$ cat src/rtl/phase_cut_gate_timer.sv
module phase_cut_gate_timer #(
  parameter int CODE_W         = 8,
  parameter int CNT_W          = 16,
  parameter int TICKS_PER_STEP = 5,
  parameter int SETTLE_TICKS   = 12000,
  parameter int MIN_CODE       = 10,
  parameter int KNEE_CODE      = 25,
  parameter int TOP_CODE       = 236,
  parameter int BASE_STEPS     = 20,
  parameter int FRAME_STEPS    = 332
) (
  input  logic              clk,
  input  logic              rst_n,
  input  logic              tick,
  input  logic              zero_cross,
  input  logic              mode_sel,
  input  logic              force_full,
  input  logic [CODE_W-1:0] dim_code,
  output logic              gate_en
);

  localparam int SW         = $clog2(SETTLE_TICKS + 1);
  localparam int KNEE_STEPS = BASE_STEPS + 2 * (KNEE_CODE - MIN_CODE);
  localparam int TOP_STEPS  = KNEE_STEPS + (TOP_CODE - KNEE_CODE);

  logic [SW-1:0]    settle_cnt;
  logic             locked, mode_le, active, pulse_nz, full_q;
  logic [CNT_W-1:0] hc_cnt, edge_ticks;
  logic [CNT_W-1:0] code_ext, on_steps, sel_steps;
  logic             strobe;

  assign strobe   = zero_cross && locked;
  assign code_ext = CNT_W'(dim_code);

  always_comb begin
    if (code_ext < CNT_W'(MIN_CODE))
      on_steps = '0;
    else if (code_ext <= CNT_W'(KNEE_CODE))
      on_steps = CNT_W'(BASE_STEPS) + ((code_ext - CNT_W'(MIN_CODE)) << 1);
    else if (code_ext <= CNT_W'(TOP_CODE))
      on_steps = CNT_W'(KNEE_STEPS) + (code_ext - CNT_W'(KNEE_CODE));
    else
      on_steps = CNT_W'(TOP_STEPS);
  end

  assign sel_steps = mode_le ? (CNT_W'(FRAME_STEPS) - on_steps) : on_steps;

  always_ff @(posedge clk or negedge rst_n) begin
    if (!rst_n) begin
      settle_cnt <= '0;
      locked     <= 1'b0;
      mode_le    <= 1'b0;
    end else if (!locked && tick) begin
      if (settle_cnt == SW'(SETTLE_TICKS - 1)) begin
        locked  <= 1'b1;
        mode_le <= mode_sel;
      end else begin
        settle_cnt <= settle_cnt + 1'b1;
      end
    end
  end

  always_ff @(posedge clk or negedge rst_n) begin
    if (!rst_n) begin
      active     <= 1'b0;
      pulse_nz   <= 1'b0;
      full_q     <= 1'b0;
      edge_ticks <= '0;
      hc_cnt     <= '0;
    end else if (strobe) begin
      active     <= 1'b1;
      pulse_nz   <= (on_steps != '0);
      full_q     <= force_full;
      edge_ticks <= CNT_W'(sel_steps * CNT_W'(TICKS_PER_STEP));
      hc_cnt     <= '0;
    end else if (tick && hc_cnt != '1) begin
      hc_cnt <= hc_cnt + 1'b1;
    end
  end

  assign gate_en = active && (full_q ||
                   (mode_le ? (pulse_nz && hc_cnt >= edge_ticks)
                            : (hc_cnt < edge_ticks)));

endmodule


$ cat config.mk
export PLATFORM = sky130hd
export DESIGN_NAME = phase_cut_gate_timer
export DESIGN_NICKNAME = d
export VERILOG_FILES = /design/src/rtl/phase_cut_gate_timer.sv
export SDC_FILE = /design/constraint.sdc
export NUM_CORES = 1
export LEC_CHECK = 0
export ABC_AREA = 0
export ABC_CLOCK_PERIOD_IN_PS = 4100
export CAP_MARGIN = 25
export CORE_ASPECT_RATIO = 0.9
export CORE_MARGIN = 2
export CORE_UTILIZATION = 55
export DETAILED_ROUTE_END_ITERATION = 12
export HOLD_SLACK_MARGIN = 0.12
export PLACE_DENSITY = 0.73
export SKIP_LAST_GASP = 1
export SLEW_MARGIN = 20
export SYNTH_ARGS = -nofsm -noshare
export SYNTH_HDL_FRONTEND = slang
export SYNTH_SLANG_ARGS = --single-unit
export TNS_END_PERCENT = 30
$ cat constraint.sdc
create_clock -name clk -period 4.1 [get_ports clk]
set_input_delay 1.23 -clock clk [delete_from_list [all_inputs] [get_ports clk]]
set_output_delay 1.23 -clock clk [all_outputs]
set_load 0.05 [all_outputs]
======== Word level (Yosys, flattened, before mapping) ========
Index checks and enable logic that the tools add are counted.
word-level totals
  input port bits ......................... 14
  flip-flop bits (word level) ............. 51
operators by class
  multiply operators ...................... 1
  add/sub/neg operators ................... 7
  multiplexer cells ....................... 7
  equal/unequal tests ..................... 2
  reduce and logical (&&, ||, !) cells .... 11
  $lt $le $gt $ge ......................... 5
  bitwise logic cells ..................... 1
operators by type and width
  kind                                                                    number
  16-bit 2-to-1 mux                                                       6
  16-bit by 1-bit adder with 16-bit output (second input constant)        1
  16-bit greater-or-equal comparator                                      1
  16-bit < comparator                                                     1
  16-bit by 3-bit multiplier with 16-bit output (second input constant)   1
  16-bit != test (second input constant)                                  1
  16-bit nonzero test                                                     1
  9-bit by 16-bit subtractor with 16-bit output (first input constant)    1
  14-bit by 1-bit adder with 14-bit output (second input constant)        1
  14-bit equality test (second input constant)                            1
  6-bit by 10-bit adder with 11-bit output (first input constant)         1
  7-bit by 9-bit adder with 10-bit output (first input constant)          1
  8-bit by 4-bit subtractor with 9-bit output (second input constant)     1
  8-bit by 5-bit subtractor with 9-bit output (second input constant)     1
  8-bit by 5-bit <= comparator with 1-bit output (second input constant)  1
  8-bit <= comparator (second input constant)                             1
  8-bit by 4-bit < comparator with 1-bit output (second input constant)   1
  1-bit logical AND                                                       5
  2-bit AND reduction                                                     2
  2-bit nonzero test                                                      1
  1-bit logical NOT                                                       1
  1-bit logical OR                                                        1
  1-bit 2-to-1 mux                                                        1
  1-bit NOT                                                               1

======== Depth between registers and ports, before layout ========
Gate-level depths: netlist (run 1).
  depth in word-level cells ............... 8
  gate-level depth with buffers ........... 22

======== Worst setup path after synthesis (run 1) ========
Ideal clock, no wire load.
  path kind ............................... input to register
  from .................................... input port dim_code[1]
  to ...................................... register edge_ticks[14]
  setup slack ............................. -1.770 ns
  library setup time ...................... 0.130 ns
  stages .................................. 22
  data arrival time ....................... 5.740 ns
  path buffers ............................ 1
  cells stage by stage .................... clkbuf_1 inv_1 ha_1 a21boi_4 o31ai_4 nand2_1 o22ai_1 nand2_1 ha_1 nor3_1 nand2_1 xor2_1 ha_1 ha_1 a21o_1 a21o_1 a2111oi_2 o31ai_1 or4_1 o311a_1 xnor2_1 o21ai_1
between the ends
  word-level cells in the longest chain between the ends .. 8
  elaborated cells on any way between the ends .. 13
  those cells by class .................... add/sub: 5; mul: 1; order compare: 3; mux: 4
ends and longest elaborated chain
  item                                             line  text
  from (decl)                                      18    input logic [CODE_W-1:0] dim_code,
  8-bit by 5-bit subtractor with 9-bit output      41    on_steps = CNT_W'(KNEE_STEPS) + (code_ext - CNT_W'(KNEE_CODE));
  7-bit by 9-bit adder with 10-bit output          41
  16-bit 2-to-1 mux                                40    else if (code_ext <= CNT_W'(TOP_CODE))
  16-bit 2-to-1 mux                                38    else if (code_ext <= CNT_W'(KNEE_CODE))
  16-bit 2-to-1 mux *                              36    if (code_ext < CNT_W'(MIN_CODE))
  9-bit by 16-bit subtractor with 16-bit output    46    assign sel_steps = mode_le ? (CNT_W'(FRAME_STEPS) - on_steps) : on_steps;
  16-bit 2-to-1 mux *                              46
  16-bit by 3-bit multiplier with 16-bit output *  74    edge_ticks <= CNT_W'(sel_steps * CNT_W'(TICKS_PER_STEP));
  to (signal assigned)                             74
  to (decl)                                        28    logic [CNT_W-1:0] hc_cnt, edge_ticks;
Mark *: on every way between the ends. The rest lies on a longest branch, timed or not.
A chain may end at the register's enable or synchronous reset.

======== Worst setup path in the final report (run 1) ========
Same ends and word-level chain as after synthesis.

==> results of run 1 <==
## stage by stage
stage                     hold WS, ns  total power [mW]
after floorplan                 0.437              1.15
after detailed placement        0.461              1.47
after global routing            0.499              2.13
after global placement          0.451              1.42
final                           0.477              2.02
after CTS                       0.475              1.91
## registers in the layout, indices dropped and copies added (netlist names)
| name | flops |
|---|---|
| pulse_nz | 1 |
| mode_le | 1 |
| edge_ticks | 16 |
| locked | 1 |
| full_q | 1 |
| hc_cnt | 16 |
| settle_cnt | 14 |
| active | 1 |
## layer usage
metal / wire, um / GRT usage [%]
met1: 4770 / 32.0
met2: 6120 / 52.0
met3: 494 / 3.64
met4: 333 / 10.5
met5: 0 / 0
## kinds of logic (layout without fill, tap and decap cells)
| kind of cell | Yosys count | in the layout | synth area share (%) |
|---|---|---|---|
| AOI/OAI and AO/OA | 108 | 108 | 17.7 |
| buffers and inverters | 46 | 162 | 4.35 |
| adders and majority gates | 51 | 51 | 15.3 |
| muxes | 3 | 3 | 0.770 |
| xor gates and xnor gates | 53 | 53 | 11.3 |
| DFF | 51 | 51 | 30.2 |
| and+or+nand+nor | 174 | 174 | 20.4 |
## layout by cell type, fill, tap and decap left out, drive strengths merged, types with 4 or more instances in the layout
cell / n
nand4: 12
buf: 114
a21oi: 23
nor2: 42
dfrtp: 51
o22ai: 5
a21o: 9
nand3: 13
clkbuf: 6
or3: 9
clkdlybuf4s50: 4
a31oi: 4
and2: 6
o21ai: 39
ha: 50
xnor2: 33
xor2: 20
inv: 31
nand2: 55
nor3: 13
o31ai: 4
## power groups by stage
stage	Sequential (mW)	Combinational, mW	Clock, mW
after floorplan	0.640	0.510	0
after global placement	0.655	0.760	0
after detailed placement	0.666	0.802	0
after CTS	0.656	0.891	0.364
after global routing	0.671	1.07	0.389
final	0.658	0.994	0.363
## path summary, 6_finish.rpt
path	startpoint	to	slack, ns	cells past startpoint
worst max-delay path	dim_code[1]	edge_ticks[14]$_DFFE_PN0P_	-1.23	21
min in group asynchronous	rst_n	settle_cnt[5]$_DFFE_PN0P_	0.81	1
max in group asynchronous	rst_n	hc_cnt[11]$_DFFE_PN0P_	2.69	3
worst max register to register	mode_le$_DFFE_PN0P_	edge_ticks[14]$_DFFE_PN0P_	0.38	13
worst min-delay path	settle_cnt[11]$_DFFE_PN0P_	settle_cnt[11]$_DFFE_PN0P_	0.48	1
worst min register to register	settle_cnt[11]$_DFFE_PN0P_	settle_cnt[11]$_DFFE_PN0P_	0.48	1
## final cells by class
type	count	area [um^2]	share of cell area (%)
clock inverter	2	35.0	0.618
tap	96	120	2.12
inverter	31	126	2.23
clock buffer	6	82.6	1.46
timing repair buffer	123	1010	17.7
multi-input combinational	389	3020	53.3
sequential	51	1280	22.5
## what timing repair did
| action | CTS | global route |
|---|---|---|
| pin swaps | 33 | 18 |
| buffers inserted | 16 | 6 |
| gates resized for setup | 54 | 15 |
| hold endpoints to repair | 0 | 0 |
| setup endpoints to repair | 14 | 13 |
==> results.cfg, run 1 <==
[global_routing]
grt_pass1_vias = 4090
antenna_found_initial = 0
global_route.usage.total_pct = 27.8
grt_pass1_wl_mm = 18.4
global_route.overflow_total = 0
pin_count_of_the_biggest_net_entering_global_routing = 23

[critical_path]
worstPathCellList = buf_8 -> inv_8 -> ha_4 -> a21boi_4 -> o31ai_4 -> buf_4 -> nor2_2 -> a311o_1 -> nor3_4 -> nand2_2 -> xor2_2 -> ha_1 -> ha_1 -> a21o_1 -> a21o_1 -> a2111oi_4 -> o31ai_2 -> or4_4 -> o311a_1 -> xnor2_1 -> o21ai_1
critPathMaxFanout = 6
critical_path_buffers_and_inverters = 3
cp_slowest_stage_delay_ns = 0.44
arrival_ns = 5.51
worst-endpoint-required_ns = 4.28
path_delay_family = compound AO/OA/AOI/OAI gates
endpoint_kind = register
slowest_stage = sky130_fd_sc_hd__or4_4
timing_worst_setup_path_type = in -> reg
crit_path_start_kind = primary input

[placed_design]
detailed_place_hpwl_mm = 7.90
gp_congestion = 0.888
numPortBuffers = 14
dp_slack_ns = -1.82
placed_instance_area_um2 = 5170
numPlacedInstances = 668

[power_and_ir_drop]
static-leakage-power_nw = 2.67
p_int_mw = 1.28
power_switching_mw = 0.738
clock_network_power_share_pct = 18.0
p_comb_share_pct = 49.3
power_density_nw_per_um2 = 356
sequentialPowerShare_pct = 32.6
vdd_ir_drop_max_mv = 0.187
swShare_pct = 36.6

[yosys]
postSynthRegisterBits = 51
yosysWarningCount = 0
ys_top_cells_by_count = sky130_fd_sc_hd__nand2_1, sky130_fd_sc_hd__dfrtp_1, sky130_fd_sc_hd__ha_1, sky130_fd_sc_hd__nor2_1, sky130_fd_sc_hd__o21ai_0
synthMostInstantiatedCell = sky130_fd_sc_hd__nand2_1
netlist_instances = 486
ys_dominant_reg_cell = sky130_fd_sc_hd__dfrtp_1
synth_cell_type_count = 70
synth_area_um2 = 4220
synth_async_sr_flop_share_pct = 100
ys_seq_area_share_pct = 30.2
synth_top_area_share_pct = 30.2
synth_largest_area_cell = sky130_fd_sc_hd__dfrtp_1
netlist_top_cells_area = sky130_fd_sc_hd__dfrtp_1, sky130_fd_sc_hd__ha_1, sky130_fd_sc_hd__xnor2_1, sky130_fd_sc_hd__nand2_1, sky130_fd_sc_hd__o21ai_0
syn_area_per_cell_um2 = 8.69
post_synth_edffs = 0
syn-num-nets = 551

[clock_tree]
ctsLongestPathBuffers = 2
cts_hold_buf = 0
worst_setup_hold_path_clk_slew_ns = 0.09
numClockSinks = 51
h_tree_depth = 2
clock_latency_ns = 0.31
clock_tree.root_cell = sky130_fd_sc_hd__clkbuf_8
tritoncts = done
cts_made_buffers = 5

[sta]
grt_setup_unrepaired = yes
timing.final.ws_setup_ns = -1.23
final.min_clock_period_ns = 5.33
timing.slew.headroom_pct = 59.0
hold_violations = 0
timing.clock.skew_ns = 0.00904
setup-tns-final_ns = -10.58
achievable-frequency_mhz = 188
final.period_utilization_pct = 130
tightest_slew_ns = 0.613
setup_viol = 13
slew_violations = 0

[cells_and_area]
final_nets = 666
antenna_cells_inserted = 0
area_growth_syn_to_layout_pct = 34.2
stdcell_count = 698
layout.filler_cells = 476
layout.cell_area.non_filler_um2 = 5670
final_core_utilization_pct = 75.5
share_of_layout_cells_above_drive_strength_1_pct = 31.4

[floorplanning]
io_pins = 15
initial_core_util_pct = 56.3
area_of_the_placeable_core_um2 = 7510
dieHeight_um = 87.1
rows = 30
dieWidth_um = 96.4
floorplan.die_area_um2 = 8400

[detailed_routing]
drcViolationCount = 0
wire_length_per_cell_um = 16.8
number_of_optimization_iterations_in_the_first_detailed_route_pass = 5
ant_nets = 0
dr.first_iter.drc_count = 267
vias = 4080
routed_via_density = 5.85
overall_routed_net_length_mm = 11.7

[min_path]
timing.hold.worst.class = reg -> reg

[status]
failing_checks = negative setup slack
status = finished with violations

[job]
drv_cap = 0
No activity file was read; power rests on OpenSTA's default activity.
==> inputs of run 2 (changes only) <==
--- a/config.mk
+++ b/config.mk
@@ -14,5 +14,5 @@
 export DETAILED_ROUTE_END_ITERATION = 12
 export HOLD_SLACK_MARGIN = 0.12
-export PLACE_DENSITY = 0.73
+export PLACE_DENSITY = 0.7
 export SKIP_LAST_GASP = 1
 export SLEW_MARGIN = 20
==> constraint.sdc (replaced) <==
create_clock -name clk -period 4.1 [get_ports clk]
set_input_delay 0.41 -clock clk [delete_from_list [all_inputs] [get_ports clk]]
set_output_delay 0.41 -clock clk [all_outputs]
set_load 0.05 [all_outputs]
==> results.cfg, run 2 (synthesis gave the netlist of run 1 again) <==
[status]
status = finished with violations
failing_checks = negative setup slack

[cells_and_area]
share_of_layout_cells_above_drive_strength_1_pct = 34.6
final_common_cell = sky130_fd_sc_hd__buf_4
multiInputGateArea_um2 = 3150
final_nets = 676
area_growth_syn_to_layout_pct = 38.0
seqCellArea_um2 = 1280
biggestRegsByFlops = edge_ticks x16, hc_cnt x16, settle_cnt x14
layout.filler_cells = 488
layout_common_cells = sky130_fd_sc_hd__buf_4, sky130_fd_sc_hd__nand2_1, sky130_fd_sc_hd__dfrtp_1, sky130_fd_sc_hd__nor2_1, sky130_fd_sc_hd__ha_1
stdcell_count = 708
antenna_cells_inserted = 0

[floorplanning]
dieHeight_um = 87.1
area_of_the_placeable_core_um2 = 7510
io_pins = 15
floorplan.die_area_um2 = 8400
rows = 30
initial_core_util_pct = 56.3
dieWidth_um = 96.4

[clock_tree]
cts_made_buffers = 5
cts_hold_buf = 0
tritoncts = done
clock_tree.root_cell = sky130_fd_sc_hd__clkbuf_8
numClockSinks = 51
worst_setup_hold_path_clk_slew_ns = 0.09
ctsLongestPathBuffers = 2
h_tree_depth = 2
clock_latency_ns = 0.30

[placed_design]
numPortBuffers = 14
gp_congestion = 0.932
detailed_place_hpwl_mm = 7.79
numPlacedInstances = 671

[critical_path]
r2r_setup_slack_ns = 0.42
cp_slowest_stage_delay_ns = 0.40
slowest_stage = sky130_fd_sc_hd__or4_1
endpoint_kind = register
worstPathCellList = buf_8 -> inv_8 -> ha_4 -> nor2b_4 -> o31ai_4 -> buf_4 -> nor2_2 -> a311o_1 -> nor3_4 -> nand2_2 -> xor2_2 -> ha_4 -> ha_1 -> a21o_1 -> a21o_1 -> a2111oi_4 -> o31ai_2 -> or4_1 -> o311a_1 -> xnor2_1 -> o21ai_1
endpoint = edge_ticks[14]$_DFFE_PN0P_
path_delay_family = compound AO/OA/AOI/OAI gates
setup.worst_path.start = dim_code[1]
critPathMaxFanout = 5
crit_path_start_kind = primary input
worst-endpoint-required_ns = 4.27
timing_worst_setup_path_type = in -> reg
critical_path_buffers_and_inverters = 3
arrival_ns = 4.51
r2r-end = edge_ticks[14]$_DFFE_PN0P_
crit_cells = 21
critical_path.reg2reg.startpoint = mode_le$_DFFE_PN0P_
rr_worst_depth = 13

[power_and_ir_drop]
power_density_nw_per_um2 = 336
static-leakage-power_nw = 2.71
vdd_ir_drop_max_mv = 0.152

[sta]
slew_violations = 0
tightest_slew_ns = 0.701
achievable-frequency_mhz = 230
setup-tns-final_ns = -0.622
timing.slew.headroom_pct = 53.2
timing.final.ws_setup_ns = -0.243
grt_setup_unrepaired = yes
final.min_clock_period_ns = 4.34
final.period_utilization_pct = 106
timing.clock.skew_ns = 0.00974
setup_viol = 6
hold_violations = 0

[global_routing]
global_route.usage.total_pct = 28.0
antenna_found_initial = 0
grt_pass1_vias = 4215
global_route.overflow_total = 0
grt_pass1_wl_mm = 18.8
pin_count_of_the_biggest_net_entering_global_routing = 32

[detailed_routing]
vias = 4096
wire_length_per_cell_um = 16.8
routed_via_density = 5.79
number_of_optimization_iterations_in_the_first_detailed_route_pass = 5
ant_nets = 0
overall_routed_net_length_mm = 11.9
drcViolationCount = 0
dr.first_iter.drc_count = 208

[job]
drv_cap = 0

[min_path]
timing.hold.worst.class = in -> async
## run 2: stage by stage
step                      area [um^2]  hold slack (ns)  setup slack (ns)  utilization (%)  total power, mW
after floorplan                  4300            0.114            -0.278                -             1.15
after global placement           5130            0.454            -0.788             68.3             1.43
after detailed placement         5150            0.459            -0.935             68.7             1.47
after CTS                        5630            0.151            -0.208             75.0             1.85
after global routing             5830            0.183            -0.473             77.7             2.08
final                            5830            0.134            -0.243             77.7             1.96
## run 2: how the worst min path moves through the flow
stage	from	end	cells after the start
floorplan	rst_n	active$_DFFE_PN0P_	0
global placement	settle_cnt[13]$_DFFE_PN0P_	settle_cnt[13]$_DFFE_PN0P_	1
detailed placement	settle_cnt[11]$_DFFE_PN0P_	settle_cnt[11]$_DFFE_PN0P_	1
CTS	rst_n	settle_cnt[8]$_DFFE_PN0P_	1
global route	rst_n	settle_cnt[5]$_DFFE_PN0P_	1
finish	rst_n	settle_cnt[4]$_DFFE_PN0P_	1
## run 2: final cells by class
cell class,instances,share of cell area [%]
multi-input cells,389,54.0
flip-flops and latches,51,21.9
repair buffers,133,18.4
inverters,31,2.21
well taps,96,2.06
clock buffers,6,1.24
clock inverters,2,0.215
## run 2: metal layers
layer  track usage (%)  wire (um)
met1              34.1       5160
met2              50.9       5990
met5                 0          0
met3              2.68        393
met4              10.2        346
## run 2: report_power, final
group	switching, mW	total, mW	internal, mW	leakage (nW)
clock	0.166	0.285	0.120	0.0412
sequential	0.0846	0.653	0.569	0.653
combinational	0.488	1.02	0.533	2.01
total	0.738	1.96	1.22	2.71
## run 2: what timing repair did
| action | CTS | global route |
|---|---|---|
| setup buffers | 24 | 5 |
| endpoints found under the setup margin | 9 | 8 |
| resized for setup | 73 | 30 |
| pin swaps | 42 | 32 |
